`src/rtl/atomic_gate_pkg.sv`:
```
package atomic_gate_pkg;
  typedef enum logic [1:0] {
    KIND_PLAIN  = 2'd0,
    KIND_RMW_RD = 2'd1,
    KIND_RMW_WR = 2'd2,
    KIND_ALT    = 2'd3
  } req_kind_e;
endpackage

```
`src/rtl/atomic_gate_judge.sv`:
```
module atomic_gate_judge
  import atomic_gate_pkg::*;
#(
  parameter int PID_W = 4,
  parameter int CNT_W = 3
) (
  input  logic [PID_W-1:0] own_q,
  input  logic [CNT_W-1:0] cnt_q,
  input  logic [PID_W-1:0] pid,
  input  logic [1:0]       kind,
  output logic             ok,
  output logic             from_owner
);
  localparam logic [PID_W-1:0] IDLE_ID = {PID_W{1'b1}};
  localparam logic [CNT_W-1:0] CNT_MAX = {CNT_W{1'b1}};

  logic idle, pid_bad, foreign, full;

  always_comb begin
    idle       = (own_q == IDLE_ID);
    pid_bad    = (pid == IDLE_ID);
    from_owner = !idle && (pid == own_q);
    foreign    = !idle && !from_owner;
    full       = (kind == KIND_RMW_RD) && (cnt_q == CNT_MAX);
    ok         = !pid_bad && !foreign && !full;
  end
endmodule

```
`src/rtl/atomic_gate_state.sv`:
```
module atomic_gate_state
  import atomic_gate_pkg::*;
#(
  parameter int PID_W = 4,
  parameter int CNT_W = 3
) (
  input  logic             clk,
  input  logic             rst_n,
  input  logic             take,
  input  logic [PID_W-1:0] pid,
  input  logic [1:0]       kind,
  input  logic             from_owner,
  input  logic             done_valid,
  input  logic [PID_W-1:0] done_pid,
  output logic [PID_W-1:0] own_q,
  output logic [CNT_W-1:0] cnt_q,
  output logic             err_q
);
  localparam logic [PID_W-1:0] IDLE_ID = {PID_W{1'b1}};
  localparam logic [CNT_W-1:0] CNT_ONE = {{(CNT_W-1){1'b0}}, 1'b1};

  logic [PID_W-1:0] own_d;
  logic [CNT_W-1:0] cnt_d;
  logic             err_d;
  logic             upd_en;
  logic             done_ok;

  always_comb begin
    done_ok = done_valid && (own_q != IDLE_ID) && (done_pid == own_q)
              && (cnt_q != '0);
    upd_en  = done_valid || take;
    own_d   = own_q;
    cnt_d   = cnt_q;
    err_d   = err_q || (done_valid && !done_ok);
    if (done_ok) begin
      cnt_d = cnt_q - CNT_ONE;
      if (cnt_q == CNT_ONE) own_d = IDLE_ID;
    end
    if (take) begin
      if (kind == KIND_RMW_RD) begin
        own_d = pid;
        cnt_d = cnt_d + CNT_ONE;
      end else if (kind != KIND_RMW_WR && from_owner) begin
        own_d = IDLE_ID;
        cnt_d = '0;
      end
    end
  end

  always_ff @(posedge clk or negedge rst_n) begin
    if (!rst_n) begin
      own_q <= IDLE_ID;
      cnt_q <= '0;
      err_q <= 1'b0;
    end else if (upd_en) begin
      own_q <= own_d;
      cnt_q <= cnt_d;
      err_q <= err_d;
    end
  end
endmodule

```
`src/rtl/atomic_gate.sv`:
```
module atomic_gate
  import atomic_gate_pkg::*;
#(
  parameter int PID_W = 4,
  parameter int CNT_W = 3
) (
  input  logic             clk,
  input  logic             rst_n,
  input  logic             req_valid,
  input  logic [PID_W-1:0] req_pid,
  input  logic [1:0]       req_kind,
  input  logic             req_probe,
  output logic             req_grant,
  input  logic             done_valid,
  input  logic [PID_W-1:0] done_pid,
  output logic             owner_busy,
  output logic [PID_W-1:0] owner_pid,
  output logic [CNT_W-1:0] nest_cnt,
  output logic             proto_err
);
  localparam logic [PID_W-1:0] IDLE_ID = {PID_W{1'b1}};

  logic [PID_W-1:0] own_q;
  logic [CNT_W-1:0] cnt_q;
  logic             err_q;
  logic             ok, from_owner, take;

  atomic_gate_judge #(.PID_W(PID_W), .CNT_W(CNT_W)) u_judge (
    .own_q(own_q), .cnt_q(cnt_q), .pid(req_pid), .kind(req_kind),
    .ok(ok), .from_owner(from_owner)
  );

  assign take = req_valid && ok && !req_probe;

  atomic_gate_state #(.PID_W(PID_W), .CNT_W(CNT_W)) u_state (
    .clk(clk), .rst_n(rst_n), .take(take), .pid(req_pid), .kind(req_kind),
    .from_owner(from_owner), .done_valid(done_valid), .done_pid(done_pid),
    .own_q(own_q), .cnt_q(cnt_q), .err_q(err_q)
  );

  assign req_grant  = req_valid && ok;
  assign owner_busy = (own_q != IDLE_ID);
  assign owner_pid  = own_q;
  assign nest_cnt   = cnt_q;
  assign proto_err  = err_q;
endmodule

```
`config.mk`:
```
export PLATFORM = sky130hd
export DESIGN_NAME = atomic_gate
export DESIGN_NICKNAME = d
export VERILOG_FILES = /design/src/rtl/atomic_gate_pkg.sv /design/src/rtl/atomic_gate_judge.sv /design/src/rtl/atomic_gate_state.sv /design/src/rtl/atomic_gate.sv
export SDC_FILE = /design/constraint.sdc
export NUM_CORES = 1
export LEC_CHECK = 0
export CAP_MARGIN = 30
export CORE_UTILIZATION = 35
export DETAILED_ROUTE_END_ITERATION = 7
export PLACE_DENSITY = 0.66
export SYNTH_ARGS = -nofsm -noshare
export SYNTH_HDL_FRONTEND = slang
export SYNTH_HIERARCHICAL = 1
export SYNTH_SLANG_ARGS = --single-unit
```
`constraint.sdc`:
```
create_clock -name clk -period 2.9 [get_ports clk]
set_clock_uncertainty 0.1 [all_clocks]
set_input_delay 0.435 -clock clk [delete_from_list [all_inputs] [get_ports clk]]
set_output_delay 0.435 -clock clk [all_outputs]
set_load 0.01 [all_outputs]
```
Yosys cells after proc, flatten, opt, wreduce, memory -nomap -nowiden
Index checks and enable logic that the tools add are counted.

storage, ports and cells
  register bits after elaboration = 8
  bits in latches = 0
  RAM bits = 0
  ROM bits = 0
  bits of input ports = 15
  output and inout port bits = 10
  logic and storage cells = 45
  memories = 0

operators by class
  add/subtract/negate cells = 2
  multipliers = 0
  divide/modulo/power cells = 0
  magnitude comparators = 0
  equal/unequal tests = 9
  shift operators = 0
  muxes and demuxes = 9
  bitwise gates (word level) = 0
  reduce and logical (&&, ||, !) cells = 22

operator list
  kind                   number
  $mux W4                5
  $logic_and A1 B1 Y1    12
  $mux W3                4
  $eq A4 B4 Y1           2
  $eq A4 B4 Y1 const B   2
  $logic_not A1 Y1       7
  $ne A4 B4 Y1 const B   1
  $add A3 B1 Y3 const B  1
  $eq A3 B1 Y1 const B   1
  $eq A3 B3 Y1 const B   1
  $reduce_bool A3 Y1     1
  $sub A3 B1 Y3 const B  1
  $eq A2 B1 Y1 const B   1
  $logic_or A1 B1 Y1     2
  $ne A2 B2 Y1 const B   1

Longest topological paths before layout
  word-level depth = 11
  gate-level depth with buffers = 8
  depth with buffers taken out = 8

Hierarchy
The synthesis kept the hierarchy.

by module, submodules not included
  module             instances  cells an instance  area an instance (um^2)  sequential area each (um^2)
  atomic_gate_state  1          71                 660.6                    205.2
  atomic_gate_judge  1          12                 81.3                     0.0
  atomic_gate        1          3                  21.3                     0.0

Worst setup path after synthesis
No wires, ideal clock.

  path kind = reg-to-reg
  from = register u_state.cnt_q[0]
  to = register u_state.cnt_q[2]
  setup time = 0.135 ns
  data arrival time = 2.111 ns
  data required time = 2.665 ns
  path slack = 0.554 ns
  stages on the path, launching flop included = 8
  path buffers = 0
  period minus slack after synthesis = 2.346 ns
  path through = dfrtp_1 > inv_1 > ha_1 > or2_2 > or4_2 > o31a_2 > o211ai_1 > nand4_1

on the way
  longest elaborated chain between the ends = 7
  elaborated cells between the ends (all ways) = 15
  those cells by class = add/sub (2); eq/ne (1); mux (4); reduce/logical (8)

ends and longest elaborated chain
  item                                                                   line                     RTL
  from (decl)                                                            atomic_gate_state.sv:16  output logic [CNT_W-1:0] cnt_q,
  from (signal assigned)                                                 atomic_gate_state.sv:57  cnt_q <= cnt_d;
  parallel branches: the longest is 7 deep, another holds $sub A3 B1 Y3  --

Parallel ways; which one is timed is not known.
A chain may end at the register's enable or synchronous reset.

Worst setup path after layout
  from = input req_pid[2]
  to = output req_grant

on the way
  longest elaborated chain between the ends = 8
  elaborated cells between the ends (all ways) = 10
  those cells by class = eq/ne (2); reduce/logical (8)

ends and longest elaborated chain
  item                                  line                     RTL
  from (decl)                           atomic_gate.sv:10        input logic [PID_W-1:0] req_pid,
  $eq A4 B4 Y1                          atomic_gate_judge.sv:22  from_owner = !idle && (pid == own_q);
  $logic_and A1 B1 Y1                   atomic_gate_judge.sv:22
  $logic_not A1 Y1                      atomic_gate_judge.sv:23  foreign = !idle && !from_owner;
  $logic_and A1 B1 Y1                   atomic_gate_judge.sv:23
  $logic_not A1 Y1                      atomic_gate_judge.sv:25  ok = !pid_bad && !foreign && !full;
  $logic_and A1 B1 Y1 (*) (2 in a row)  atomic_gate_judge.sv:25
  via ok                                atomic_gate.sv:26        logic ok, from_owner, take;
  $logic_and A1 B1 Y1 (*)               atomic_gate.sv:41        assign req_grant = req_valid && ok;
  to (decl)                             atomic_gate.sv:13        output logic req_grant,

Mark *: on every way through the listed nets, which the timed path passes. The rest lies on a longest branch.

==> key figures <==
GRT
  • Vias in the first global route: 773
  • Global-route wire length before repair: ~3600 um
  • Gr busiest metal: met2
  • Met1 usage: 26.6%
  • GRT Residual Overflow: 0
  • Met3 Usage GRT: 3.14%
  • GRT Total Usage: 19.6%
  • Initial antenna violation count: 0
  • Pin count of the biggest net entering global routing: 10
  • Global routing usage on met2: 31.9%

Die
  • CORE AREA: 2000 um2
  • # rows: 16
  • Width of the die: between 40 and 50 um
  • Die ar.: between 2000 and 2500 um2
  • I/O pin cnt: 25
  • Initial core utilization: 38.1%
  • Die height: 48.7 um

Placed design
  • Pre-CTS setup slack: 92.1 ps
  • Final HPWL DP: 1620 um
  • Placed cell count: 139
  • GP Congestion: 0.823
  • Buffers added on ports: 24

Synth
  • Post-synth ARST share: 100%
  • Synth area leaders: dfstp_2 14%, dfrtp_1 13%, xnor2_1 8.0%, o21ai_0 5.2%, ha_1 4.9%
  • Avg Cell Area, Syn: 8.87 um2
  • EDFF count, synth: 0
  • Synth Flop Type: dfstp_2
  • Post-Syn Instances: 86
  • Largest area contributor in the netlist: dfstp_2
  • #FFs+latches synth: 8
  • Warnings from Yosys: 6
  • Post-synth top cells: 8 x nand2_1, 8 x o21ai_0, 7 x xnor2_1
  • Synth unique cells: 41
  • Sequential fraction of the synthesis area: 26.9%
  • Yosys top cell area share: roughly 14%
  • Syn Nets: 104
  • Area of the mapped netlist: 763 um2

Routing
  • Iter 0 DRT Violations: 40
  • Total number of vias: approximately 800
  • DRC viols: 0
  • Drt total wl: 2040 um
  • Vias/cell: around 5.5
  • Routed WL per cell: 14.3 um
  • Remaining antenna violation count: 0
  • DR pass1 iterations: 4

Final layout
  • Layout net count: 135
  • Fin cells: 143
  • Ant diodes: 0
  • Layout cell share with drive strength beyond 1: a little under a fifth
  • Area Overhead vs Synth: 41.3%
  • Final Util: a little over half

Clock network
  • H-tree depth: 1
  • CTS Buf Count: 3
  • CTS Sinks: 8
  • CTS tree: done
  • Post-CTS Setup Bufs: 0
  • Worst-skew pair later-pin latency: 260 ps
  • Root buf cell: clkbuf_4
  • Post-CTS Hold Fix Bufs: 0
  • CTS-repair resized insts: 0
  • Reg clk slew, reported paths: 70 ps
  • Max clock buf depth: 2

Flow run
  • MaxCap Viol Count: 0

Worst setup path
  • Crit path from: req_pid[2]
  • FF-to-FF Start: u_state/cnt_q[0]
  • CP endpoint kind: output pin
  • Crit Reg-Reg Endpoint: u_state/cnt_q[2]
  • CP max-delay cell: clkdlybuf4s50_1
  • Worst path required time: 2370 ps
  • CP endpoint: req_grant
  • CP most frequent cell: clkdlybuf4s50_1
  • Crit start category: input pin
  • FF-to-FF setup slack: 430 ps
  • R2R depth: 7
  • WS Path Type: input pin to output pin
  • Slowest stage delay, CP: 530 ps
  • CP Cell Sequence: clkdlybuf4s50_1 > xnor2_1 > nand4_1 > a21oi_1 > and2_1 > clkdlybuf4s50_1
  • Crit Path Max Fanout: 3
  • CP arrival: roughly 2100 ps

STA
  • Max-Slew Margin vs Limit: 62.6%
  • RSZ-0062 raised after global routing: no
  • Final critical-path share of the clock period: roughly 91%
  • Maximum clock rate: 378 MHz
  • Slew Viols, Final: 0
  • Sum of negative setup slack: 0 ps
  • Final WS setup: 255 ps
  • Tmin final: ~2600 ps
  • Setup violators final: 0
  • Hold Fails Final Rpt: 0
  • Slew at the pin closest to its max-slew limit: 555 ps

Min path
  • HP Class: input pin to asynchronous set/reset pin

Power
  • Total power: 0.000770 W
  • Peak VDD IR: 429 uV
  • Power per cell area: 714 nW/um2
  • Leak pwr: 0.391 nW

Outcome
  • Run status: finished clean
logic make-up after synthesis:
family	Yosys count	share of synthesized area (%)
xor+xnor	10	11.5
flops	8	26.9
fa+ha+maj	4	6.23
mux	2	2.79
simple gates	40	34.3
buf+inv	3	1.48
compound gates	19	16.9
layout make-up:
type / instances / area (um2)
Multi-Input combinational cell: 75 / 547
Fill cell: 194 / 923
Tap cell: 27 / 33.8
Clock buffer: 4 / 26.3
Sequential cell: 8 / 205
Inverter: 3 / 11.3
Timing Repair Buffer: 26 / 255
worst min-delay path by stage:
stage / cells past startpoint / slack, ps / startpoint / endpoint
4_1_cts: 1 / 350 / rst_n / u_state/cnt_q[1]
2_1_floorplan: 0 / 40 / rst_n / u_state/cnt_q[0]
5_1_grt: 1 / 380 / rst_n / u_state/cnt_q[2]
6_report: 1 / 350 / rst_n / u_state/cnt_q[1]
3_5_place_dp: 1 / 350 / u_state/err_q / u_state/err_q
3_3_place_gp: 1 / 340 / u_state/err_q / u_state/err_q
state kept, by name, summed over array words and instances, names as in the netlist:
register       flops
u_state/own_q      4
u_state/cnt_q      3
u_state/err_q      1
per-stage QoR:
stage | hold WS [ps] | cell area, um2
finish | 352 | 1080
global route | 379 | 1080
CTS | 354 | 1080
detailed placement | 348 | 1050
global placement | 340 | 1050
floorplan | 39.4 | 763
report_power, final:
| group | internal (W) | switching [W] | leakage [nW] |
|---|---|---|---|
| clock | 0.0000527 | 0.0000421 | 0.0150 |
| sequential | 0.000171 | 0.0000793 | 0.0832 |
| combinational | 0.000219 | 0.000206 | 0.293 |
| total | 0.000442 | 0.000328 | 0.391 |
critical path: cells and delay by family:
family,cells,cell delay (ps)
buf+inv,2,1050
simple gates,2,280
compound gates,1,210
xor+xnor,1,140
per-layer routing:
| layer | vias to the layer above | part of all wire, % |
|---|---|---|
| met5 | - | 0 |
| met4 | 0 | 0.64 |
| met3 | 2 | 6.8 |
| met2 | 37 | 48 |
| met1 | 360 | 45 |
| li1 | 383 | - |
layout by cell type (no fill, tap or decap), types with 4 or more instances in the layout:
cell type / count
dfstp_2: 4
nand4_1: 6
nand2_1: 8
xnor2_1: 7
nand2b_1: 4
dfrtp_1: 4
o21ai_0: 8
clkdlybuf4s50_1: 24
Note: power is estimated with default switching activity, not from simulation.
